--- src/rtl/sle_pkg.sv ---
package sle_pkg;

    typedef enum logic [2:0] {
        ST_IDLE,
        ST_SCAN,
        ST_FETCH_X,
        ST_FETCH_T,
        ST_DONE
    } sle_state_t;

    // Y value that marks the end of the active sprite table
    localparam logic [7:0] Y_END_MARK = 8'hD0;

    // Row offset inside a sprite is at most 15 (16-line sprites)
    localparam int ROW_W = 4;

endpackage

--- src/rtl/sle_hit_check.sv ---
module sle_hit_check
    import sle_pkg::*;
(
    input  logic [7:0]       y_val,
    input  logic [7:0]       line_cmp,
    input  logic             tall,
    output logic             hit,
    output logic             term,
    output logic [ROW_W-1:0] row
);
    logic [8:0] y_limit;

    always_comb begin
        // span end is formed in 9 bits so a sprite near the bottom never wraps
        y_limit = {1'b0, y_val} + (tall ? 9'd16 : 9'd8);
        hit     = (y_val <= line_cmp) && ({1'b0, line_cmp} < y_limit);
        term    = (y_val == Y_END_MARK);
        // difference is below 16 whenever hit is set, so low bits suffice
        row     = line_cmp[ROW_W-1:0] - y_val[ROW_W-1:0];
    end

endmodule

--- src/rtl/sle_cand_list.sv ---
module sle_cand_list
    import sle_pkg::*;
#(
    parameter int DEPTH = 8,
    parameter int IW    = 6,
    parameter int PW    = 3
) (
    input  logic             clk,
    input  logic             rst_n,
    input  logic             wr0_en,
    input  logic [PW-1:0]    wr0_pos,
    input  logic [IW-1:0]    wr0_idx,
    input  logic [ROW_W-1:0] wr0_row,
    input  logic             wr1_en,
    input  logic [PW-1:0]    wr1_pos,
    input  logic [IW-1:0]    wr1_idx,
    input  logic [ROW_W-1:0] wr1_row,
    input  logic [PW-1:0]    rd_pos,
    output logic [IW-1:0]    rd_idx,
    output logic [ROW_W-1:0] rd_row
);
    logic [IW-1:0]    idx_q [DEPTH];
    logic [ROW_W-1:0] row_q [DEPTH];

    always_ff @(posedge clk) begin
        if (!rst_n) begin
            for (int e = 0; e < DEPTH; e++) begin
                idx_q[e] <= '0;
                row_q[e] <= '0;
            end
        end else begin
            for (int e = 0; e < DEPTH; e++) begin
                if (wr0_en && (wr0_pos == PW'(e))) begin
                    idx_q[e] <= wr0_idx;
                    row_q[e] <= wr0_row;
                end else if (wr1_en && (wr1_pos == PW'(e))) begin
                    idx_q[e] <= wr1_idx;
                    row_q[e] <= wr1_row;
                end
            end
        end
    end

    always_comb begin
        rd_idx = '0;
        rd_row = '0;
        if (int'(rd_pos) < DEPTH) begin
            rd_idx = idx_q[rd_pos];
            rd_row = row_q[rd_pos];
        end
    end

    // two accepted sprites of one pair never target the same slot

    wr_pair_chk: assert property (@(posedge clk) disable iff (!rst_n)
        (wr0_en && wr1_en) |-> (wr0_pos != wr1_pos));

endmodule

--- src/rtl/sle_addr_gen.sv ---
module sle_addr_gen
    import sle_pkg::*;
#(
    parameter int IW = 6
) (
    input  logic [5:0]       attr_page,
    input  logic [IW-1:0]    spr_idx,
    input  logic [7:0]       tile,
    input  logic [ROW_W-1:0] row,
    input  logic             pat_hi,
    output logic [13:0]      x_addr,
    output logic [13:0]      t_addr,
    output logic [13:0]      row_addr
);
    logic [5:0] idx6;

    always_comb begin
        idx6     = 6'(spr_idx);
        // page*256 + 0x80 + 2n, no carry possible for n < 64
        x_addr   = {attr_page, 1'b1, idx6, 1'b0};
        t_addr   = {attr_page, 1'b1, idx6, 1'b1};
        row_addr = {pat_hi, 13'd0}
                 + {1'b0, tile, 5'd0}
                 + {8'd0, row, 2'b00};
    end

endmodule

--- src/rtl/sprite_line_eval.sv ---
module sprite_line_eval
    import sle_pkg::*;
#(
    parameter int MAX_PER_LINE = 8,
    parameter int SPR_TOTAL    = 64
) (
    input  logic                                   clk,
    input  logic                                   rst_n,
    input  logic                                   start,
    input  logic [7:0]                             cur_line,
    input  logic [5:0]                             attr_page,
    input  logic                                   pat_hi_sel,
    input  logic                                   tall_mode,
    input  logic                                   status_rd,
    output logic [$clog2(SPR_TOTAL/2)-1:0]         ycache_addr,
    input  logic [15:0]                            ycache_data,
    output logic [13:0]                            mem_addr,
    input  logic [7:0]                             mem_data,
    output logic                                   draw_we,
    output logic [$clog2(MAX_PER_LINE)-1:0]        draw_idx,
    output logic [7:0]                             draw_x,
    output logic [13:0]                            draw_addr,
    output logic [$clog2(MAX_PER_LINE+1)-1:0]      draw_count,
    output logic                                   overflow,
    output logic                                   busy,
    output logic                                   done
);
    localparam int PAIRS  = SPR_TOTAL / 2;
    localparam int PAIR_W = $clog2(PAIRS);
    localparam int IDX_W  = PAIR_W + 1;
    localparam int POS_W  = $clog2(MAX_PER_LINE);
    localparam int CNT_W  = $clog2(MAX_PER_LINE + 1);

    sle_state_t state_q, state_d;

    logic [PAIR_W-1:0] pair_q;
    logic [CNT_W-1:0]  cnt_q;
    logic [POS_W-1:0]  fpos_q;
    logic [7:0]        x_q;
    logic [7:0]        line_q;
    logic              tall_q;
    logic              pat_q;
    logic [5:0]        page_q;
    logic              ovf_q;

    // ---------------- pair test ----------------
    logic [1:0]       hit_raw;
    logic [1:0]       term_raw;
    logic [ROW_W-1:0] row_s [2];
    logic [IDX_W-1:0] idx_s [2];

    for (genvar s = 0; s < 2; s++) begin : g_hit
        sle_hit_check u_hit (
            .y_val    (ycache_data[8*s +: 8]),
            .line_cmp (line_q),
            .tall     (tall_q),
            .hit      (hit_raw[s]),
            .term     (term_raw[s]),
            .row      (row_s[s])
        );
        assign idx_s[s] = {pair_q, 1'(s)};
    end

    logic             in_scan;
    logic             hit_a, hit_b, acc_a, acc_b, ovf_now, scan_end;
    logic [CNT_W-1:0] free_slots, cnt_after;

    always_comb begin
        in_scan    = (state_q == ST_SCAN);
        hit_a      = in_scan && hit_raw[0] && !term_raw[0];
        hit_b      = in_scan && hit_raw[1] && !term_raw[0] && !term_raw[1];
        free_slots = CNT_W'(MAX_PER_LINE) - cnt_q;
        acc_a      = hit_a && (free_slots != '0);
        acc_b      = hit_b && (free_slots > CNT_W'(acc_a));
        ovf_now    = (hit_a && !acc_a) || (hit_b && !acc_b);
        cnt_after  = cnt_q + CNT_W'(acc_a) + CNT_W'(acc_b);
        scan_end   = in_scan && (ovf_now || term_raw[0] || term_raw[1]
                                 || (pair_q == PAIR_W'(PAIRS - 1)));
    end

    // ---------------- candidate storage ----------------
    logic [IDX_W-1:0] rd_idx;
    logic [ROW_W-1:0] rd_row;

    sle_cand_list #(
        .DEPTH (MAX_PER_LINE),
        .IW    (IDX_W),
        .PW    (POS_W)
    ) u_list (
        .clk     (clk),
        .rst_n   (rst_n),
        .wr0_en  (acc_a),
        .wr0_pos (POS_W'(cnt_q)),
        .wr0_idx (idx_s[0]),
        .wr0_row (row_s[0]),
        .wr1_en  (acc_b),
        .wr1_pos (POS_W'(cnt_q + CNT_W'(acc_a))),
        .wr1_idx (idx_s[1]),
        .wr1_row (row_s[1]),
        .rd_pos  (fpos_q),
        .rd_idx  (rd_idx),
        .rd_row  (rd_row)
    );

    // ---------------- address generation ----------------
    logic [13:0] x_addr, t_addr, row_addr;

    sle_addr_gen #(.IW(IDX_W)) u_addr (
        .attr_page (page_q),
        .spr_idx   (rd_idx),
        .tile      (mem_data),
        .row       (rd_row),
        .pat_hi    (pat_q),
        .x_addr    (x_addr),
        .t_addr    (t_addr),
        .row_addr  (row_addr)
    );

    // ---------------- state register ----------------
    always_ff @(posedge clk) begin
        if (!rst_n) state_q <= ST_IDLE;
        else        state_q <= state_d;
    end

    always_comb begin
        state_d = state_q;
        unique case (state_q)
            ST_IDLE:    if (start) state_d = ST_SCAN;
            ST_SCAN:    if (scan_end)
                            state_d = (cnt_after == '0) ? ST_DONE : ST_FETCH_X;
            ST_FETCH_X: state_d = ST_FETCH_T;
            ST_FETCH_T: state_d = ((CNT_W'(fpos_q) + CNT_W'(1)) == cnt_q)
                                  ? ST_DONE : ST_FETCH_X;
            ST_DONE:    state_d = ST_IDLE;
            default:    state_d = ST_IDLE;
        endcase
    end

    // ---------------- datapath registers ----------------
    always_ff @(posedge clk) begin
        if (!rst_n) begin
            pair_q <= '0;
            cnt_q  <= '0;
            fpos_q <= '0;
            x_q    <= '0;
            line_q <= '0;
            tall_q <= 1'b0;
            pat_q  <= 1'b0;
            page_q <= '0;
            ovf_q  <= 1'b0;
        end else begin
            if ((state_q == ST_IDLE) && start) begin
                line_q <= cur_line + 8'd1;
                tall_q <= tall_mode;
                pat_q  <= pat_hi_sel;
                page_q <= attr_page;
                pair_q <= '0;
                cnt_q  <= '0;
                fpos_q <= '0;
            end
            if (in_scan) begin
                pair_q <= pair_q + PAIR_W'(1);
                cnt_q  <= cnt_after;
            end
            if (state_q == ST_FETCH_X) x_q <= mem_data;
            if (state_q == ST_FETCH_T) fpos_q <= fpos_q + POS_W'(1);
            // detection takes precedence over a status read
            if (ovf_now)        ovf_q <= 1'b1;
            else if (status_rd) ovf_q <= 1'b0;
        end
    end

    // ---------------- outputs ----------------
    always_comb begin
        ycache_addr = pair_q;
        mem_addr    = (state_q == ST_FETCH_T) ? t_addr : x_addr;
        draw_we     = (state_q == ST_FETCH_T);
        draw_idx    = fpos_q;
        draw_x      = x_q;
        draw_addr   = row_addr;
        draw_count  = cnt_q;
        overflow    = ovf_q;
        busy        = (state_q != ST_IDLE);
        done        = (state_q == ST_DONE);
    end

    // ---------------- assertions ----------------

    cnt_limit_chk: assert property (@(posedge clk) disable iff (!rst_n)
        draw_count <= CNT_W'(MAX_PER_LINE));


    ovf_src_chk: assert property (@(posedge clk) disable iff (!rst_n)
        (overflow && !$past(overflow)) |-> $past(state_q == ST_SCAN));


    ovf_hold_chk: assert property (@(posedge clk) disable iff (!rst_n)
        ($past(overflow) && !$past(status_rd)) |-> overflow);


    done_pulse_chk: assert property (@(posedge clk) disable iff (!rst_n)
        done |=> !done);


    draw_idx_chk: assert property (@(posedge clk) disable iff (!rst_n)
        draw_we |-> (CNT_W'(draw_idx) < draw_count));


    start_busy_chk: assert property (@(posedge clk) disable iff (!rst_n)
        busy |=> $stable(line_q));

endmodule

--- config.mk ---
export PLATFORM = sky130hd
export DESIGN_NAME = sprite_line_eval
export DESIGN_NICKNAME = d
export VERILOG_FILES = /design/src/rtl/sle_pkg.sv /design/src/rtl/sle_hit_check.sv /design/src/rtl/sle_cand_list.sv /design/src/rtl/sle_addr_gen.sv /design/src/rtl/sprite_line_eval.sv
export SDC_FILE = /design/constraint.sdc
export NUM_CORES = 1
export LEC_CHECK = 0
export BUFFER_PORTS_ARGS = -buffer_cell sky130_fd_sc_hd__buf_2
export CAP_MARGIN = 20
export CORE_MARGIN = 5
export CORE_UTILIZATION = 50
export DETAILED_ROUTE_END_ITERATION = 10
export PLACE_DENSITY_LB_ADDON = 0.08
export SLEW_MARGIN = 15
export SYNTH_ARGS = -nofsm -noshare
export SYNTH_HDL_FRONTEND = slang
export SYNTH_SLANG_ARGS = --single-unit
--- constraint.sdc ---
create_clock -name clk -period 14.25 [get_ports clk]
set_clock_uncertainty 0.1 [all_clocks]
set_input_delay 1.425 -clock clk [delete_from_list [all_inputs] [get_ports clk]]
set_output_delay 1.425 -clock clk [all_outputs]
set_load 0.01 [all_outputs]
[Yosys cells after proc, flatten, opt, wreduce, memory -nomap -nowiden]
Memory sizes are Yosys's and may differ from the RTL's. A register that Yosys moved wholly into a read port is not among the register bits.
Cells that the tools add are included.
W data, S select, Z words.
Storage, ports and cells
  bits in registers: 40
  RAM bits: 80
  logic and storage cells: 241
  memories: 2
Cells by class
  $add $sub $neg: 13
  magnitude comparators: 5
  equal/unequal tests: 24
  mux-type cells: 108
  bitwise gates (word level): 32
  reductions and logical operators: 47
Memories
  u_list.idx_q: words 8, bits a word 6, rd ports 1, clocked after Yosys merged registers in 1, wr ports 8, line sle_cand_list.sv:22  | logic [IW-1:0] idx_q [DEPTH];
  u_list.row_q: words 8, bits a word 4, rd ports 1, clocked after Yosys merged registers in 1, wr ports 8, line sle_cand_list.sv:23  | logic [ROW_W-1:0] row_q [DEPTH];
Operator list (count)
  $mux W6: 16
  $mux W4: 18
  $mux W1: 60
  $or A1 B1 Y1: 32
  $mux W3: 10
  $logic_and A1 B1 Y1: 29
  $eq A3 B3 Y1 const B: 9
  $add A8 B9 Y9: 2
  $eq A3 B2 Y1 const B: 6
  $lt A8 B9 Y1: 2
  $eq A8 B8 Y1 const B: 2
  $le A8 B8 Y1: 2
  $mux W5: 3
  $add A14 B13 Y14: 1
  $add A14 B6 Y14: 1
  $pmux W3 S4: 1
  $eq A3 B1 Y1 const B: 3
  $logic_not A3 Y1: 3
  $add A4 B1 Y4: 2
  $add A8 B1 Y8 const B: 1
  $sub A4 B4 Y4: 2
  $reduce_bool A2 Y1: 3
  $add A5 B1 Y5 const B: 1
  $eq A5 B5 Y1 const B: 1
  13 further kinds: 19

[Longest topological paths before layout]
Gate-level depths: netlist (run 1).
  depth in word-level cells: 18
  mapped depth: 26

[Cells and area by module]
Synthesis (run 1) repeated with hierarchy kept, for this count alone.
Unflattened totals
  cell total of the unflattened synthesis: 829
  area, all modules: 8042.7 um^2
Modules (own cells, without submodules)
  sle_cand_list: times used 1, cells each 333, area each 4113.9 um^2
  sprite_line_eval: times used 1, cells each 294, area each 2396.0 um^2
  sle_hit_check at g_hit[1].u_hit: times used 1, cells each 74, area each 579.3 um^2
  sle_hit_check at g_hit[0].u_hit: times used 1, cells each 74, area each 556.8 um^2
  sle_addr_gen: times used 1, cells each 54, area each 396.6 um^2

[Least setup slack after synthesis (run 1)]
Ideal clock, no wire load.
  kind: input -> register
  start: in ycache_data[3]
  end: reg state_q[1]
  arrival: 5672 ps
  data required time: 14018 ps
  path slack: 8346 ps
  stages on the path: 23
  path through: ha_1 inv_1 fa_1 ha_1 a211oi_1 nand2_1 o211ai_1 o211ai_2 nor2_1 ha_1 o21bai_1 nor4_1 nor3_1 nand3_1 inv_1 ha_1 nand3b_1 xor2_1 a21oi_1 xnor2_1 nor4_1 a2bb2oi_1 nor4_1
Between the ends
  cells in the longest elaborated chain, start to end: 17
  elaborated cells between the ends (all ways): 30
  those cells by class: 3 x add/sub; 3 x order compare; 2 x eq/ne; 3 x mux; 19 x reduce/logical
Ends and longest elaborated chain
  start: declaration: line sprite_line_eval.sv:16  | input logic [15:0] ycache_data,
  parallel branches: the longest is 17 deep, another holds $add A8 B9 Y9
  end signal: assignment: line sprite_line_eval.sv:122  | else state_q <= state_d;
  end: declaration: line sprite_line_eval.sv:34  | sle_state_t state_q, state_d;
Several ways; the timed one is not identified. The select of a mux whose other input is x is not followed.
A chain may end at the register's enable or synchronous reset.

[Worst setup path in the final report (run 1)]
  start: in ycache_data[3]
  end: reg state_q[2]
The elaborated chain is that of the path after synthesis.

==> results of run 1 <==
flip-flops by register name (all words and copies together) (netlist names), 3 cells and up, named ones only:
| signal | flops |
|---|---|
| u_list.idx_q | 48 |
| u_list.row_q | 32 |
| draw_x | 8 |
| line_q | 8 |
| page_q | 6 |
| ycache_addr | 5 |
| draw_count | 4 |
| draw_idx | 3 |
| state_q | 3 |
final cells by class:
class | count | area share
Multi-Input combinational cell | 511 | 0.443
Tap cell | 184 | 0.0269
Clock buffer | 21 | 0.0550
Sequential cell | 123 | 0.381
Clock inverter | 11 | 0.0206
Inverter | 40 | 0.0175
Timing Repair Buffer | 95 | 0.0564
kinds of logic after synthesis:
family	share of synthesized area
simple gates	0.186
flops	0.443
compound gates	0.0907
buf+inv	0.0423
fa+ha+maj	0.103
mux	0.0961
xor+xnor	0.0381
other cells	0.00102
per-layer routing:
| layer | vias to the layer above | GRT usage | share of wire |
|---|---|---|---|
| li1 | 2728 | - | - |
| met1 | 2730 | 0.283 | 0.44 |
| met2 | 175 | 0.367 | 0.49 |
| met3 | 24 | 0.0443 | 0.055 |
| met4 | 0 | 0.0691 | 0.017 |
| met5 | - | 0 | 0 |
critical path: cells and delay by family:
kind	cells	cell delay, ns
AOI/OAI and AO/OA	6	1.27
adders and majority gates	5	1.56
xor gates and xnor gates	2	0.27
buffers and inverters	3	0.50
and+or+nand+nor	8	1.86
through the flow:
stage          instance area (µm²)  total power, mW
2_1_floorplan                 7370            0.556
3_3_place_gp                  7920            0.616
3_5_place_dp                  7920            0.620
4_1_cts                       8570             1.09
5_1_grt                       8570             1.13
6_report                      8570             1.09
power by group through the flow:
stage | logic, mW | clock network (mW) | registers [mW]
after floorplan | 0.136 | 0 | 0.421
after global placement | 0.191 | 0 | 0.424
after detailed placement | 0.195 | 0 | 0.425
after CTS | 0.197 | 0.479 | 0.418
after global routing | 0.218 | 0.494 | 0.420
final | 0.197 | 0.474 | 0.418
cell usage after synthesis, types with 3 or more instances:
cell and count:
sky130_fd_sc_hd__or4_1 4, sky130_fd_sc_hd__nand2b_1 12, sky130_fd_sc_hd__fa_1 4, sky130_fd_sc_hd__ha_1 54, sky130_fd_sc_hd__and3_1 6, sky130_fd_sc_hd__a21oi_1 49, sky130_fd_sc_hd__clkbuf_1 20, sky130_fd_sc_hd__nor2b_1 4
sky130_fd_sc_hd__and2_1 14, sky130_fd_sc_hd__nand3b_1 9, sky130_fd_sc_hd__inv_1 40, sky130_fd_sc_hd__a31o_2 3, sky130_fd_sc_hd__nor3_1 10, sky130_fd_sc_hd__o21ai_0 19, sky130_fd_sc_hd__or3_1 3, sky130_fd_sc_hd__xor2_1 11
sky130_fd_sc_hd__o22ai_1 4, sky130_fd_sc_hd__edfxtp_1 80, sky130_fd_sc_hd__buf_4 4, sky130_fd_sc_hd__buf_6 3, sky130_fd_sc_hd__nor4_1 7, sky130_fd_sc_hd__nand4_1 12, sky130_fd_sc_hd__nand2_1 85, sky130_fd_sc_hd__nor2_1 53
sky130_fd_sc_hd__a211oi_1 10, sky130_fd_sc_hd__xnor2_1 21, sky130_fd_sc_hd__nand3_1 29, sky130_fd_sc_hd__mux4_2 20, sky130_fd_sc_hd__mux2i_1 10, sky130_fd_sc_hd__dfxtp_1 43, sky130_fd_sc_hd__mux2_2 12, sky130_fd_sc_hd__buf_2 3
sky130_fd_sc_hd__o31ai_1 3
how the worst min path moves through the flow:
| stage | end | slack, ns |
|---|---|---|
| floorplan | pat_q | 0.35 |
| detailed placement | draw_x[3] | 0.35 |
| CTS | draw_x[3] | 0.35 |
| global route | draw_x[3] | 0.37 |
| global placement | page_q[5] | 0.34 |
| finish | draw_x[3] | 0.35 |
==> report_table.html, run 1 <==
<table>
<tr><th>Metric</th><th>Value</th></tr>
<tr><th colspan="2">Status</th></tr>
<tr><td>Status</td><td>finished, final reports clean</td></tr>
<tr><th colspan="2">Power</th></tr>
<tr><td>Sequential share of power</td><td>0.384</td></tr>
<tr><td>Static leakage</td><td>3.53 nW</td></tr>
<tr><td>Pwr per Cell Area</td><td>127 nW/µm²</td></tr>
<tr><td>Share of total power in the clock network</td><td>0.435</td></tr>
<tr><td>Combinational share of power</td><td>0.181</td></tr>
<tr><td>Max rail drop VDD</td><td>0.0803 mV</td></tr>
<tr><td>Psw</td><td>0.299 mW</td></tr>
<tr><td>Internal power component</td><td>0.790 mW</td></tr>
<tr><td>Share of total power consumed by net switching</td><td>0.274</td></tr>
<tr><th colspan="2">Clocking</th></tr>
<tr><td>Clk sinks</td><td>123</td></tr>
<tr><td>Maximum clock path buffer count</td><td>2</td></tr>
<tr><td>CTS H-Tree Depth</td><td>4</td></tr>
<tr><td>Clock latency at the later pin of the worst-skew pair</td><td>0.42 ns</td></tr>
<tr><td>Clock tree root driver cell</td><td>sky130_fd_sc_hd__clkbuf_16</td></tr>
<tr><td>CTS Hold Buffers Added</td><td>0</td></tr>
<tr><td>Clk slew on worst S/H paths</td><td>0.05 ns</td></tr>
<tr><td>TritonCTS Buffers</td><td>17</td></tr>
<tr><td>Total setup buffers inserted after CTS</td><td>0</td></tr>
<tr><td>Count of cells resized by post-cts repair</td><td>0</td></tr>
<tr><td>CTS tree</td><td>built</td></tr>
<tr><th colspan="2">Global route</th></tr>
<tr><td>Global route total overflow</td><td>0</td></tr>
<tr><td>Largest net degree at the start of global routing</td><td>46</td></tr>
<tr><td>Antenna violations before repair</td><td>0</td></tr>
<tr><td>First-pass GRT wire length</td><td>30200 µm</td></tr>
<tr><td>Global-route usage over all layers</td><td>0.218</td></tr>
<tr><td>Via count of the first global-routing pass</td><td>5683</td></tr>
<tr><th colspan="2">Synthesis</th></tr>
<tr><td>Warnings from Yosys</td><td>0</td></tr>
<tr><td>Count of mapped cells out of synthesis</td><td>705</td></tr>
<tr><td>Number of enable-type register cells in the synthesized netlist</td><td>80</td></tr>
<tr><td>Top cells by area, synth</td><td>sky130_fd_sc_hd__edfxtp_1 (33%), sky130_fd_sc_hd__dfxtp_1 (12%), sky130_fd_sc_hd__ha_1 (9.2%)</td></tr>
<tr><td>Dominant register cell in the synthesized netlist</td><td>sky130_fd_sc_hd__edfxtp_1</td></tr>
<tr><td>Mapped Area</td><td>7370 µm²</td></tr>
<tr><td>Number of distinct library cell variants in the gate-level netlist after synthesis</td><td>67</td></tr>
<tr><td>Syn avg cell area</td><td>10.4 µm²</td></tr>
<tr><td>Sequential area share after synthesis</td><td>0.443</td></tr>
<tr><td>Yosys reg bits</td><td>123</td></tr>
<tr><td>Top cell type by total area after synthesis</td><td>sky130_fd_sc_hd__edfxtp_1</td></tr>
<tr><td>Async set-or-reset flop fraction in the synthesized netlist</td><td>0</td></tr>
<tr><td>Area share of the largest cell type after synthesis</td><td>0.326</td></tr>
<tr><th colspan="2">STA</th></tr>
<tr><td>Unrepaired setup endpoints after global routing</td><td>false</td></tr>
<tr><td>Count of endpoints failing hold in the final timing report</td><td>0</td></tr>
<tr><td>Worst relative slew slack</td><td>0.265</td></tr>
<tr><td>Worst-case hold slack</td><td>0.352 ns</td></tr>
<tr><td>Sum of negative setup slack</td><td>0 ns</td></tr>
<tr><td>Worst slew pin tran</td><td>1.10 ns</td></tr>
<tr><td>Final setup viols</td><td>0</td></tr>
<tr><td>Slew Limit Fails</td><td>0</td></tr>
<tr><td>Maximum clock rate</td><td>0.150 GHz</td></tr>
<tr><td>Smallest setup slack after layout</td><td>7.57 ns</td></tr>
<tr><td>Tcrit/Tclk final</td><td>0.469</td></tr>
<tr><td>Crit path time final</td><td>6.68 ns</td></tr>
<tr><th colspan="2">Floorplan</th></tr>
<tr><td>Floorplan die area</td><td>17300 µm²</td></tr>
<tr><td>Core region area</td><td>14500 µm²</td></tr>
<tr><td>Count of boundary I/O pins</td><td>96</td></tr>
<tr><td>Die width</td><td>131 µm</td></tr>
<tr><td>Number of placement rows</td><td>44</td></tr>
<tr><td>Die span in y</td><td>131 µm</td></tr>
<tr><td>Initial Util</td><td>0.509</td></tr>
<tr><th colspan="2">Worst setup path</th></tr>
<tr><td>Reg-to-reg slack, setup</td><td>8.11 ns</td></tr>
<tr><td>Critical path launch point type</td><td>input pin</td></tr>
<tr><td>Critical Path Start</td><td>ycache_data[3]</td></tr>
<tr><td>Crit path largest cell delay</td><td>0.43 ns</td></tr>
<tr><td>Data required time of the worst path</td><td>14.48 ns</td></tr>
<tr><td>FF-to-FF path depth</td><td>24</td></tr>
<tr><td>Worst reg2reg startpoint</td><td>tall_q</td></tr>
<tr><td>Worst setup path endpoint</td><td>state_q[2]</td></tr>
<tr><td>Maximum fanout encountered on the critical timing path</td><td>12</td></tr>
<tr><td>Terminus of the critical flop-to-flop path</td><td>state_q[2]</td></tr>
<tr><td>Chain of cells forming the critical path</td><td>buf_2, ha_1, inv_1, fa_1, ha_1, a211oi_1, nand2_1, o211ai_1, o211ai_2, nor2_1, ha_1, o21bai_1, nor4_1, nor3_1, nand3_1, inv_1, ha_1, nand3b_1, xor2_1, a21oi_1, xnor2_1, nor4_1, a22oi_1, nor3_1</td></tr>
<tr><td>Signal arrival time at the worst endpoint</td><td>6.91 ns</td></tr>
<tr><td>Critical path class</td><td>input pin to register</td></tr>
<tr><td>Crit end category</td><td>register</td></tr>
<tr><td>Slowest stage cell on the critical path</td><td>sky130_fd_sc_hd__nor2_1</td></tr>
<tr><td>Cell repeated most along the worst path</td><td>sky130_fd_sc_hd__ha_1</td></tr>
<tr><th colspan="2">Cells and area</th></tr>
<tr><td>Commonest non-fill, non-tap cell in the layout</td><td>sky130_fd_sc_hd__buf_2</td></tr>
<tr><td>Number of fill cells</td><td>1245</td></tr>
<tr><td>Util after Layout</td><td>0.592</td></tr>
<tr><td>Top library cells by usage in the layout, fill and taps aside</td><td>sky130_fd_sc_hd__buf_2 (92), sky130_fd_sc_hd__nand2_1 (85), sky130_fd_sc_hd__edfxtp_1 (80)</td></tr>
<tr><td>Fraction of layout cells with a size suffix above 1</td><td>0.217</td></tr>
<tr><td>Sequential cell area</td><td>3260 µm²</td></tr>
<tr><td>Number of standard cells in the layout, taps in and fillers out</td><td>985</td></tr>
<tr><td>Multi-input gate area in the final layout</td><td>3790 µm²</td></tr>
<tr><td>Antenna fix cells</td><td>0</td></tr>
<tr><td>Nets@finish</td><td>890</td></tr>
<tr><td>Area growth from synthesis to layout</td><td>16.3%</td></tr>
<tr><th colspan="2">Routing</th></tr>
<tr><td>Residual antenna-violating net count after detailed routing</td><td>0</td></tr>
<tr><td>Detailed-route DRC error count</td><td>0</td></tr>
<tr><td>Number of detailed-routing iterations run before antenna repair</td><td>5</td></tr>
<tr><td>Post-detailed-routing wire length</td><td>18900 µm</td></tr>
<tr><td>1st-iter DRT viols</td><td>389</td></tr>
<tr><td>Wirelength per Cell</td><td>19.2 µm</td></tr>
<tr><td>Vias per Instance</td><td>5.74</td></tr>
<tr><td>Detailed-route via count</td><td>5657</td></tr>
<tr><th colspan="2">Placed design</th></tr>
<tr><td>Detailed-placement wirelength estimate</td><td>13800 µm</td></tr>
<tr><td>Number of input and output port buffers inserted</td><td>92</td></tr>
<tr><td>Setup slack at placement</td><td>7.20 ns</td></tr>
<tr><td>Number of placed instances with taps included</td><td>953</td></tr>
<tr><td>Final GP Congestion</td><td>0.904</td></tr>
<tr><th colspan="2">Flow run</th></tr>
<tr><td>Max Cap Viol</td><td>0</td></tr>
<tr><th colspan="2">Hold path</th></tr>
<tr><td>Type of the tightest min-delay check</td><td>register to register</td></tr>
<tr><td>Min-Delay Startpoint</td><td>draw_x[3]</td></tr>
<tr><td>Number of cells on the worst hold path</td><td>2</td></tr>
</table>
(Power assumes the default switching activity.)
==> run 2: changes to the inputs <==
--- a/config.mk
+++ b/config.mk
@@ -5,6 +5,7 @@
 export SDC_FILE = /design/constraint.sdc
 export NUM_CORES = 1
 export LEC_CHECK = 0
+export ABC_AREA = 1
 export BUFFER_PORTS_ARGS = -buffer_cell sky130_fd_sc_hd__buf_2
 export CAP_MARGIN = 20
 export CORE_MARGIN = 5
==> constraint.sdc (replaced) <==
create_clock -name clk -period 5.93 [get_ports clk]
set_clock_uncertainty 0.1 [all_clocks]
set_input_delay 0.593 -clock clk [delete_from_list [all_inputs] [get_ports clk]]
set_output_delay 0.593 -clock clk [all_outputs]
set_load 0.01 [all_outputs]
==> run 2 against run 1 <==
Die area is 4.0% higher. Flip-flop and latch count unchanged. Setup slack worse by 6.2 ns. Total power increased by 140%. Final cell count increased by 24%. Via count rose by 15%. Synthesized cell count up 33%. Non-clock buffer count up 2. Critical path type is now register to register. Highest routed layer unchanged.
==> report_table.html, run 2 <==
<table>
<tr><th>Metric</th><th>Value</th></tr>
<tr><th colspan="2">Placed design</th></tr>
<tr><td>Final GP Congestion</td><td>0.903 (-0.12%)</td></tr>
<tr><td>Number of input and output port buffers inserted</td><td>92 (unchanged)</td></tr>
<tr><td>Detailed-placement wirelength estimate</td><td>15400 µm (+12%)</td></tr>
<tr><th colspan="2">Floorplan</th></tr>
<tr><td>Core region area</td><td>15100 µm² (+4.6%)</td></tr>
<tr><td>Count of boundary I/O pins</td><td>96 (unchanged)</td></tr>
<tr><td>Floorplan die area</td><td>17900 µm² (+4.0%)</td></tr>
<tr><td>Number of placement rows</td><td>45 (+2.3%)</td></tr>
<tr><td>Die width</td><td>134 µm (+2.0%)</td></tr>
<tr><td>Initial Util</td><td>0.507 (-0.00142)</td></tr>
<tr><td>Die span in y</td><td>134 µm (+2.0%)</td></tr>
<tr><th colspan="2">Routing</th></tr>
<tr><td>Detailed-route via count</td><td>6497 (+15%)</td></tr>
<tr><td>Vias per Instance</td><td>5.32 (-7.4%)</td></tr>
<tr><td>Number of detailed-routing iterations run before antenna repair</td><td>5 (unchanged)</td></tr>
<tr><td>Post-detailed-routing wire length</td><td>20400 µm (+8.2%)</td></tr>
<tr><td>Residual antenna-violating net count after detailed routing</td><td>0 (unchanged)</td></tr>
<tr><td>Detailed-route DRC error count</td><td>0 (unchanged)</td></tr>
<tr><td>1st-iter DRT viols</td><td>384 (-1.3%)</td></tr>
<tr><td>Wirelength per Cell</td><td>16.7 µm (-13%)</td></tr>
<tr><th colspan="2">Cells and area</th></tr>
<tr><td>Fraction of layout cells with a size suffix above 1</td><td>0.186 (-0.0315)</td></tr>
<tr><td>Nets@finish</td><td>1123 (+26%)</td></tr>
<tr><td>Antenna fix cells</td><td>0 (unchanged)</td></tr>
<tr><td>Commonest non-fill, non-tap cell in the layout</td><td>sky130_fd_sc_hd__nor2_1</td></tr>
<tr><td>Largest register FFs</td><td>48 (unchanged)</td></tr>
<tr><td>Top library cells by usage in the layout, fill and taps aside</td><td>sky130_fd_sc_hd__nor2_1 (183), sky130_fd_sc_hd__nand2_1 (121), sky130_fd_sc_hd__inv_1 (93)</td></tr>
<tr><td>Area growth from synthesis to layout</td><td>15.7%</td></tr>
<tr><td>Largest registers</td><td>u_list.idx_q x48, u_list.row_q x32</td></tr>
<tr><td>Top register by number of flip-flops</td><td>u_list.idx_q</td></tr>
<tr><th colspan="2">Global route</th></tr>
<tr><td>Antenna violations before repair</td><td>0 (unchanged)</td></tr>
<tr><td>Largest net degree at the start of global routing</td><td>65 (+41%)</td></tr>
<tr><td>Global-route usage over all layers</td><td>0.234 (+0.0163)</td></tr>
<tr><td>Global route total overflow</td><td>0 (unchanged)</td></tr>
<tr><td>Via count of the first global-routing pass</td><td>6169 (+8.6%)</td></tr>
<tr><td>First-pass GRT wire length</td><td>32700 µm (+8.5%)</td></tr>
<tr><th colspan="2">Power</th></tr>
<tr><td>Psw</td><td>0.760 mW (+150%)</td></tr>
<tr><td>Pwr per Cell Area</td><td>297 nW/µm² (+130%)</td></tr>
<tr><td>Internal power component</td><td>1.88 mW (+140%)</td></tr>
<tr><td>Share of total power in the clock network</td><td>0.423 (-0.012)</td></tr>
<tr><td>Max rail drop VDD</td><td>0.202 mV (+150%)</td></tr>
<tr><td>Static leakage</td><td>4.07 nW (+15%)</td></tr>
<tr><td>Combinational share of power</td><td>0.197 (+0.016)</td></tr>
<tr><td>Sequential share of power</td><td>0.380 (-0.004)</td></tr>
<tr><td>Share of total power consumed by net switching</td><td>0.288 (+0.0132)</td></tr>
<tr><th colspan="2">STA</th></tr>
<tr><td>Worst-case hold slack</td><td>0.291 ns (-0.0614 ns)</td></tr>
<tr><td>Worst slew pin tran</td><td>0.897 ns (-0.204 ns)</td></tr>
<tr><td>Sum of negative setup slack</td><td>0 ns (unchanged)</td></tr>
<tr><td>Tcrit/Tclk final</td><td>0.775</td></tr>
<tr><td>Count of endpoints failing hold in the final timing report</td><td>0 (unchanged)</td></tr>
<tr><td>Worst relative slew slack</td><td>0.402 (+0.136)</td></tr>
<tr><td>Final setup viols</td><td>0 (unchanged)</td></tr>
<tr><td>Maximum clock rate</td><td>0.217 GHz</td></tr>
<tr><td>Crit path time final</td><td>4.60 ns</td></tr>
<tr><td>Unrepaired setup endpoints after global routing</td><td>false</td></tr>
<tr><td>Slew Limit Fails</td><td>0 (unchanged)</td></tr>
<tr><th colspan="2">Synthesis</th></tr>
<tr><td>Syn avg cell area</td><td>8.21 µm² (-21%)</td></tr>
<tr><td>Most frequent cells after synthesis</td><td>sky130_fd_sc_hd__nor2_1 (183), sky130_fd_sc_hd__nand2_1 (121), sky130_fd_sc_hd__inv_1 (93), sky130_fd_sc_hd__edfxtp_1 (80), sky130_fd_sc_hd__o21ai_0 (69)</td></tr>
<tr><td>Warnings from Yosys</td><td>0 (unchanged)</td></tr>
<tr><td>Area share of the largest cell type after synthesis</td><td>0.313 (-0.0135)</td></tr>
<tr><td>Most common cell in the synthesized netlist</td><td>sky130_fd_sc_hd__nor2_1</td></tr>
<tr><td>Async set-or-reset flop fraction in the synthesized netlist</td><td>0 (unchanged)</td></tr>
<tr><td>Yosys reg bits</td><td>123 (unchanged)</td></tr>
<tr><td>Top cells by area, synth</td><td>sky130_fd_sc_hd__edfxtp_1 (31%), sky130_fd_sc_hd__dfxtp_1 (11%), sky130_fd_sc_hd__nor2_1 (8.9%)</td></tr>
<tr><td>Dominant register cell in the synthesized netlist</td><td>sky130_fd_sc_hd__edfxtp_1</td></tr>
<tr><td>Top cell type by total area after synthesis</td><td>sky130_fd_sc_hd__edfxtp_1</td></tr>
<tr><td>Mapped Area</td><td>7680 µm² (+4.3%)</td></tr>
<tr><td>Number of distinct library cell variants in the gate-level netlist after synthesis</td><td>52 (-22%)</td></tr>
<tr><td>Count of mapped cells out of synthesis</td><td>936 (+33%)</td></tr>
<tr><td>Sequential area share after synthesis</td><td>0.425 (-0.0183)</td></tr>
<tr><td>Number of enable-type register cells in the synthesized netlist</td><td>80 (unchanged)</td></tr>
<tr><th colspan="2">Clocking</th></tr>
<tr><td>Clk slew on worst S/H paths</td><td>0.06 ns (about the same)</td></tr>
<tr><td>Maximum clock path buffer count</td><td>2 (unchanged)</td></tr>
<tr><td>Clock tree root driver cell</td><td>sky130_fd_sc_hd__clkbuf_16</td></tr>
<tr><td>CTS H-Tree Depth</td><td>4 (unchanged)</td></tr>
<tr><td>Count of cells resized by post-cts repair</td><td>0 (unchanged)</td></tr>
<tr><td>Clk sinks</td><td>123 (unchanged)</td></tr>
<tr><td>CTS tree</td><td>built</td></tr>
<tr><td>CTS Hold Buffers Added</td><td>0 (unchanged)</td></tr>
<tr><td>TritonCTS Buffers</td><td>17 (unchanged)</td></tr>
<tr><td>Clock latency at the later pin of the worst-skew pair</td><td>0.42 ns (about the same)</td></tr>
<tr><td>Total setup buffers inserted after CTS</td><td>0 (unchanged)</td></tr>
<tr><th colspan="2">Status</th></tr>
<tr><td>Status</td><td>finished, final reports clean</td></tr>
<tr><th colspan="2">Worst setup path</th></tr>
<tr><td>Critical path class</td><td>register to register</td></tr>
<tr><td>Critical Path Start</td><td>tall_q</td></tr>
<tr><td>Critical path launch point type</td><td>register</td></tr>
<tr><td>Signal arrival time at the worst endpoint</td><td>4.56 ns (-2.35 ns)</td></tr>
<tr><td>Maximum fanout encountered on the critical timing path</td><td>13 (+1)</td></tr>
<tr><td>Worst reg2reg startpoint</td><td>tall_q</td></tr>
<tr><td>Terminus of the critical flop-to-flop path</td><td>u_list.row_q[4][3]</td></tr>
<tr><td>Crit end category</td><td>register</td></tr>
<tr><td>FF-to-FF path depth</td><td>18 (-25%)</td></tr>
<tr><td>Worst setup path endpoint</td><td>u_list.row_q[4][3]</td></tr>
<tr><td>Data required time of the worst path</td><td>5.89 ns (-8.59 ns)</td></tr>
<tr><td>Reg-to-reg slack, setup</td><td>1.33 ns (-6.78 ns)</td></tr>
<tr><th colspan="2">Flow run</th></tr>
<tr><td>Max Cap Viol</td><td>0 (unchanged)</td></tr>
<tr><th colspan="2">Hold path</th></tr>
<tr><td>Type of the tightest min-delay check</td><td>input pin to register</td></tr>
</table>
==> run 2: cell types whose count changed after synthesis, moves of 12 or more <==
cell                       change
sky130_fd_sc_hd__mux4_2       -20
sky130_fd_sc_hd__nand2_2      +14
sky130_fd_sc_hd__inv_1        +53
sky130_fd_sc_hd__nand2_1      +36
sky130_fd_sc_hd__a21oi_1      -17
sky130_fd_sc_hd__o21ai_0      +50
sky130_fd_sc_hd__nand3_1      +29
sky130_fd_sc_hd__nor2_2       +13
sky130_fd_sc_hd__nand2b_1     -12
sky130_fd_sc_hd__nor2_1      +130
sky130_fd_sc_hd__and2_1       -14
sky130_fd_sc_hd__mux2_2       -12
==> run 2: logic make-up after synthesis <==
group                    synth area share
other                            0.000977
AND/OR/NAND/NOR                     0.255
flip-flops                          0.425
AO/OA/AOI/OAI                       0.112
adder cells (fa/ha/maj)            0.0984
buffers and inverters              0.0747
XOR/XNOR                           0.0342
==> run 2: critical path, stage by stage (launching register included) <==
cell                      delay [ns]
sky130_fd_sc_hd__dfxtp_1        0.34
sky130_fd_sc_hd__inv_1          0.16
sky130_fd_sc_hd__ha_1           0.22
sky130_fd_sc_hd__inv_1          0.06
sky130_fd_sc_hd__fa_1           0.39
sky130_fd_sc_hd__nor3_1         0.24
sky130_fd_sc_hd__xnor2_1        0.15
sky130_fd_sc_hd__ha_1           0.24
sky130_fd_sc_hd__and3_1         0.17
sky130_fd_sc_hd__nand2_2        0.14
sky130_fd_sc_hd__nand3_2        0.08
sky130_fd_sc_hd__inv_2          0.23
sky130_fd_sc_hd__ha_1           0.23
sky130_fd_sc_hd__ha_1           0.31
sky130_fd_sc_hd__nor3_1         0.28
sky130_fd_sc_hd__inv_1          0.12
sky130_fd_sc_hd__nor3_4         0.18
sky130_fd_sc_hd__nand2_2        0.19
sky130_fd_sc_hd__nand3_1        0.41
==> run 2: worst min path at each step <==
stage | startpoint | endpoint | slack [ns] | cells after the start
after floorplan | pat_q | pat_q | 0.35 | 2
after global placement | pat_q | pat_q | 0.36 | 2
after detailed placement | draw_x[5] | draw_x[5] | 0.37 | 2
after CTS | cur_line[0] | line_q[0] | 0.28 | 2
after global routing | attr_page[0] | page_q[0] | 0.28 | 3
final | cur_line[0] | line_q[0] | 0.29 | 2
==> run 2: metrics by stage <==
stage / std cells / area (µm²) / power (mW) / setup slack [ns] / util
finish: 1222 / 8890 / 2.64 / 1.33 / 0.587
global route: 1222 / 8890 / 2.77 / 0.949 / 0.587
CTS: 1222 / 8890 / 2.65 / 1.32 / 0.587
detailed placement: 1190 / 8260 / 1.54 / 1.16 / 0.545
global placement: 1190 / 8260 / 1.54 / 1.25 / 0.545
floorplan: 937 / 7690 / 1.37 / 1.69 / -
==> run 2: final cells by class <==
| class | instances | area [µm²] |
|---|---|---|
| timing repair buffer | 97 | 498 |
| clock inverter | 14 | 200 |
| fill | 1459 | 6250 |
| clock buffer | 18 | 429 |
| multi-input combinational | 673 | 3850 |
| inverter | 109 | 415 |
| sequential | 123 | 3260 |
| tap | 188 | 235 |
==> run 2: power groups by stage <==
stage / logic (mW) / clock network (mW) / registers [mW]
final: 0.521 / 1.12 / 1.00
after global routing: 0.587 / 1.17 / 1.01
after CTS: 0.520 / 1.13 / 1.00
after detailed placement: 0.517 / 0 / 1.02
after global placement: 0.515 / 0 / 1.02
after floorplan: 0.359 / 0 / 1.02
==> run 2: metal layers <==
layer,vias up,part of all wire,global-route usage
met5,-,0,0
li1,3284,-,-
met2,178,0.47,0.380
met3,29,0.048,0.0514
met4,0,0.021,0.0829
met1,3006,0.46,0.309
==> run 3: changes to the inputs <==
==> constraint.sdc (replaced) <==
create_clock -name clk -period 3.95 [get_ports clk]
set_clock_uncertainty 0.1 [all_clocks]
set_input_delay 0.395 -clock clk [delete_from_list [all_inputs] [get_ports clk]]
set_output_delay 0.395 -clock clk [all_outputs]
set_load 0.01 [all_outputs]
==> run 3 against run 2 <==
First-iteration DRC count fell by 1.6%. Final area rose by 4.8%. Setup slack got worse by 1.1 ns. Final cell count rose by 2.9%. Hold slack got worse by 0.20 ns. Clock power rose by 50%. Sequential share of layout area fell by 1.7 points. Critical endpoint is now u_list.idx_q[2][4].
==> report_table.html, run 3 (synthesis gave the netlist of run 2 again) <==
<table>
<tr><th>Metric</th><th>Value</th></tr>
<tr><th colspan="2">Status</th></tr>
<tr><td>Status</td><td>finished, final reports clean</td></tr>
<tr><th colspan="2">Flow run</th></tr>
<tr><td>Max Cap Viol</td><td>0 (unchanged)</td></tr>
<tr><th colspan="2">Global route</th></tr>
<tr><td>Via count of the first global-routing pass</td><td>6373 (+3.3%)</td></tr>
<tr><td>Largest net degree at the start of global routing</td><td>65 (unchanged)</td></tr>
<tr><td>Global-route usage over all layers</td><td>0.232 (-0.00191)</td></tr>
<tr><td>Antenna violations before repair</td><td>0 (unchanged)</td></tr>
<tr><td>First-pass GRT wire length</td><td>32700 µm (-0.17%)</td></tr>
<tr><td>Global route total overflow</td><td>0 (unchanged)</td></tr>
<tr><th colspan="2">Floorplan</th></tr>
<tr><td>Floorplan die area</td><td>17900 µm² (unchanged)</td></tr>
<tr><td>Die span in y</td><td>134 µm (unchanged)</td></tr>
<tr><td>Core region area</td><td>15100 µm² (unchanged)</td></tr>
<tr><td>Die width</td><td>134 µm (unchanged)</td></tr>
<tr><td>Initial Util</td><td>0.507 (unchanged)</td></tr>
<tr><td>Count of boundary I/O pins</td><td>96 (unchanged)</td></tr>
<tr><td>Number of placement rows</td><td>45 (unchanged)</td></tr>
<tr><th colspan="2">Cells and area</th></tr>
<tr><td>Nets@finish</td><td>1158 (+3.1%)</td></tr>
<tr><td>Number of fill cells</td><td>1357 (-7.0%)</td></tr>
<tr><td>Antenna fix cells</td><td>0 (unchanged)</td></tr>
<tr><td>Largest register FFs</td><td>48 (unchanged)</td></tr>
<tr><td>Number of standard cells in the layout, taps in and fillers out</td><td>1257 (+2.9%)</td></tr>
<tr><td>Commonest non-fill, non-tap cell in the layout</td><td>sky130_fd_sc_hd__nor2_1</td></tr>
<tr><td>Post-route cell area</td><td>9320 µm² (+4.8%)</td></tr>
<tr><td>Top register by number of flip-flops</td><td>u_list.idx_q</td></tr>
<tr><td>Fraction of layout cells with a size suffix above 1</td><td>0.235 (+0.0491)</td></tr>
<tr><td>Area growth from synthesis to layout</td><td>21.3%</td></tr>
<tr><td>Top library cells by usage in the layout, fill and taps aside</td><td>sky130_fd_sc_hd__nor2_1 (183), sky130_fd_sc_hd__nand2_1 (116), sky130_fd_sc_hd__buf_2 (92)</td></tr>
<tr><td>Largest registers</td><td>u_list.idx_q x48, u_list.row_q x32</td></tr>
<tr><th colspan="2">Power</th></tr>
<tr><td>Static leakage</td><td>4.26 nW (+4.8%)</td></tr>
<tr><td>Internal power component</td><td>2.82 mW (+50%)</td></tr>
<tr><td>Sequential share of power</td><td>0.374 (-0.006)</td></tr>
<tr><td>Psw</td><td>1.20 mW (+58%)</td></tr>
<tr><td>Share of total power consumed by net switching</td><td>0.298 (+0.0108)</td></tr>
<tr><td>Pwr per Cell Area</td><td>432 nW/µm² (+45%)</td></tr>
<tr><td>Combinational share of power</td><td>0.207 (+0.010)</td></tr>
<tr><td>Overall power consumption</td><td>4.02 mW (+52%)</td></tr>
<tr><td>Max rail drop VDD</td><td>0.321 mV (+59%)</td></tr>
<tr><td>Share of total power in the clock network</td><td>0.418 (-0.005)</td></tr>
<tr><th colspan="2">Routing</th></tr>
<tr><td>1st-iter DRT viols</td><td>378 (-1.6%)</td></tr>
<tr><td>Post-detailed-routing wire length</td><td>20300 µm (-0.80%)</td></tr>
<tr><td>Number of detailed-routing iterations run before antenna repair</td><td>5 (unchanged)</td></tr>
<tr><td>Detailed-route via count</td><td>6640 (+2.2%)</td></tr>
<tr><td>Vias per Instance</td><td>5.28 (-0.64%)</td></tr>
<tr><td>Detailed-route DRC error count</td><td>0 (unchanged)</td></tr>
<tr><td>Residual antenna-violating net count after detailed routing</td><td>0 (unchanged)</td></tr>
<tr><td>Wirelength per Cell</td><td>16.1 µm (-3.6%)</td></tr>
<tr><th colspan="2">Worst setup path</th></tr>
<tr><td>Signal arrival time at the worst endpoint</td><td>3.75 ns (-0.81 ns)</td></tr>
<tr><td>FF-to-FF path depth</td><td>24 (+6)</td></tr>
<tr><td>Crit end category</td><td>register</td></tr>
<tr><td>Critical Path Start</td><td>tall_q</td></tr>
<tr><td>Buffers plus inverters on the worst setup path</td><td>7 (+3)</td></tr>
<tr><td>Worst path depth</td><td>24 (+6)</td></tr>
<tr><td>Data required time of the worst path</td><td>3.98 ns (-1.91 ns)</td></tr>
<tr><td>Terminus of the critical flop-to-flop path</td><td>u_list.idx_q[2][4]</td></tr>
<tr><td>Family of cells with the greatest summed delay on the critical path</td><td>adder cells</td></tr>
<tr><td>Cell repeated most along the worst path</td><td>sky130_fd_sc_hd__nand2_1</td></tr>
<tr><td>Chain of cells forming the critical path</td><td>inv_2, ha_2, inv_1, fa_2, xor2_1, ha_1, nand2_1, inv_1, nand2_1, nand2_1, nand2_2, nand3_2, inv_2, ha_1, ha_4, or2_1, nand2_2, inv_2, nor2_1, nand3_2, nand2_2, inv_1, nand2_1, buf_12</td></tr>
<tr><td>Maximum fanout encountered on the critical timing path</td><td>10 (-3)</td></tr>
<tr><td>Slowest stage cell on the critical path</td><td>sky130_fd_sc_hd__fa_2</td></tr>
<tr><td>Reg-to-reg slack, setup</td><td>0.23 ns (-1.10 ns)</td></tr>
<tr><td>Critical path launch point type</td><td>register</td></tr>
<tr><td>Critical path class</td><td>register to register</td></tr>
<tr><td>Crit path largest cell delay</td><td>0.35 ns (-0.06 ns)</td></tr>
<tr><td>Worst reg2reg startpoint</td><td>tall_q</td></tr>
<tr><th colspan="2">Clocking</th></tr>
<tr><td>CTS H-Tree Depth</td><td>4 (unchanged)</td></tr>
<tr><td>Maximum clock path buffer count</td><td>2 (unchanged)</td></tr>
<tr><td>Clk sinks</td><td>123 (unchanged)</td></tr>
<tr><td>TritonCTS Buffers</td><td>17 (unchanged)</td></tr>
<tr><td>CTS tree</td><td>built</td></tr>
<tr><td>Clk slew on worst S/H paths</td><td>0.06 ns (about the same)</td></tr>
<tr><td>Clock tree root driver cell</td><td>sky130_fd_sc_hd__clkbuf_16</td></tr>
<tr><td>Clock latency at the later pin of the worst-skew pair</td><td>0.42 ns (about the same)</td></tr>
<tr><td>CTS Hold Buffers Added</td><td>0 (unchanged)</td></tr>
<tr><th colspan="2">STA</th></tr>
<tr><td>Crit path time final</td><td>3.72 ns (-0.882 ns)</td></tr>
<tr><td>Worst slew pin tran</td><td>0.730 ns (-0.167 ns)</td></tr>
<tr><td>Count of endpoints failing hold in the final timing report</td><td>0 (unchanged)</td></tr>
<tr><td>Slew Limit Fails</td><td>0 (unchanged)</td></tr>
<tr><td>Worst relative slew slack</td><td>0.510 (+0.108)</td></tr>
<tr><td>Final setup viols</td><td>0 (unchanged)</td></tr>
<tr><td>Tcrit/Tclk final</td><td>0.941 (+0.165)</td></tr>
<tr><td>Maximum clock rate</td><td>0.269 GHz (+24%)</td></tr>
<tr><th colspan="2">Placed design</th></tr>
<tr><td>Number of input and output port buffers inserted</td><td>92 (unchanged)</td></tr>
<tr><td>Placed inst area</td><td>8590 µm² (+4.0%)</td></tr>
<tr><td>Final GP Congestion</td><td>0.889 (-1.5%)</td></tr>
<tr><td>Number of placed instances with taps included</td><td>1222 (+2.7%)</td></tr>
<tr><td>Detailed-placement wirelength estimate</td><td>15500 µm (+0.49%)</td></tr>
<tr><th colspan="2">Hold path</th></tr>
<tr><td>Number of cells on the worst hold path</td><td>3 (+1)</td></tr>
<tr><td>Type of the tightest min-delay check</td><td>input pin to register</td></tr>
<tr><td>Endpoint of the worst hold path</td><td>page_q[3]</td></tr>
<tr><td>Min-Delay Startpoint</td><td>attr_page[3]</td></tr>
</table>
## run 3: cell types whose count changed in the layout (fill, tap and decap cells not counted), moves of 3 or more
cell / change
sky130_fd_sc_hd__buf_12: +5
sky130_fd_sc_hd__nand2_2: +4
sky130_fd_sc_hd__ha_1: -4
sky130_fd_sc_hd__clkinv_4: +3
sky130_fd_sc_hd__nand2_1: -5
sky130_fd_sc_hd__buf_4: +29
sky130_fd_sc_hd__clkinv_1: -4
## run 3: metal layers
| layer | share of wire | global-route usage | vias up |
|---|---|---|---|
| li1 | - | - | 3358 |
| met1 | 0.45 | 0.302 | 3067 |
| met2 | 0.48 | 0.387 | 179 |
| met3 | 0.050 | 0.0484 | 36 |
| met4 | 0.022 | 0.0777 | 0 |
| met5 | 0 | 0 | - |
## run 3: worst max path at each step
stage | endpoint | slack (ns)
floorplan | state_q[1] | 0.003
global placement | u_list.row_q[0][0] | 0.02
detailed placement | u_list.row_q[0][2] | -0.008
CTS | draw_addr[13] | 0.06
global route | u_list.idx_q[2][4] | -0.03
finish | u_list.idx_q[2][4] | 0.23
## run 3: power by group through the flow
stage | registers [mW] | logic [mW] | clock network (mW)
3_5_place_dp | 1.53 | 0.821 | 0
5_1_grt | 1.51 | 0.945 | 1.76
4_1_cts | 1.51 | 0.827 | 1.70
6_report | 1.51 | 0.835 | 1.68
3_3_place_gp | 1.53 | 0.814 | 0
2_1_floorplan | 1.52 | 0.545 | 0
## run 3: area by class of cell
type | instances | area (µm²) | area share
clock buffer | 17 | 425 | 0.0456
clock inverter | 15 | 213 | 0.0228
inverter | 109 | 415 | 0.0446
multi-input combinational | 674 | 3950 | 0.424
sequential | 123 | 3260 | 0.350
tap | 188 | 235 | 0.0252
timing repair buffer | 131 | 816 | 0.0875
## run 3: worst register-to-register path, cell delays in order (launching register included)
cell	delay [ns]
sky130_fd_sc_hd__dfxtp_2	0.34
sky130_fd_sc_hd__inv_2	0.06
sky130_fd_sc_hd__ha_2	0.18
sky130_fd_sc_hd__inv_1	0.05
sky130_fd_sc_hd__fa_2	0.35
sky130_fd_sc_hd__xor2_1	0.16
sky130_fd_sc_hd__ha_1	0.28
sky130_fd_sc_hd__nand2_1	0.05
sky130_fd_sc_hd__inv_1	0.05
sky130_fd_sc_hd__nand2_1	0.05
sky130_fd_sc_hd__nand2_1	0.06
sky130_fd_sc_hd__nand2_2	0.06
sky130_fd_sc_hd__nand3_2	0.06
sky130_fd_sc_hd__inv_2	0.06
sky130_fd_sc_hd__ha_1	0.22
sky130_fd_sc_hd__ha_4	0.17
sky130_fd_sc_hd__or2_1	0.21
sky130_fd_sc_hd__nand2_2	0.12
sky130_fd_sc_hd__inv_2	0.07
sky130_fd_sc_hd__nor2_1	0.14
sky130_fd_sc_hd__nand3_2	0.15
sky130_fd_sc_hd__nand2_2	0.13
sky130_fd_sc_hd__inv_1	0.07
sky130_fd_sc_hd__nand2_1	0.10
sky130_fd_sc_hd__buf_12	0.15
## run 3: through the flow
stage | hold WS [ns] | setup TNS, ns | setup slack, ns | util
after floorplan | 0.348 | 0 | 0.00334 | -
after global placement | 0.361 | 0 | 0.0205 | 0.567
after detailed placement | 0.369 | -0.0765 | -0.00781 | 0.567
after CTS | 0.0815 | 0 | 0.0632 | 0.610
after global routing | 0.106 | -0.450 | -0.0344 | 0.615
final | 0.0939 | 0 | 0.234 | 0.615
## run 3: repair_timing
action,CTS,global route
gates resized for setup,0,15
setup buffers,0,2
setup endpoints to repair,0,79
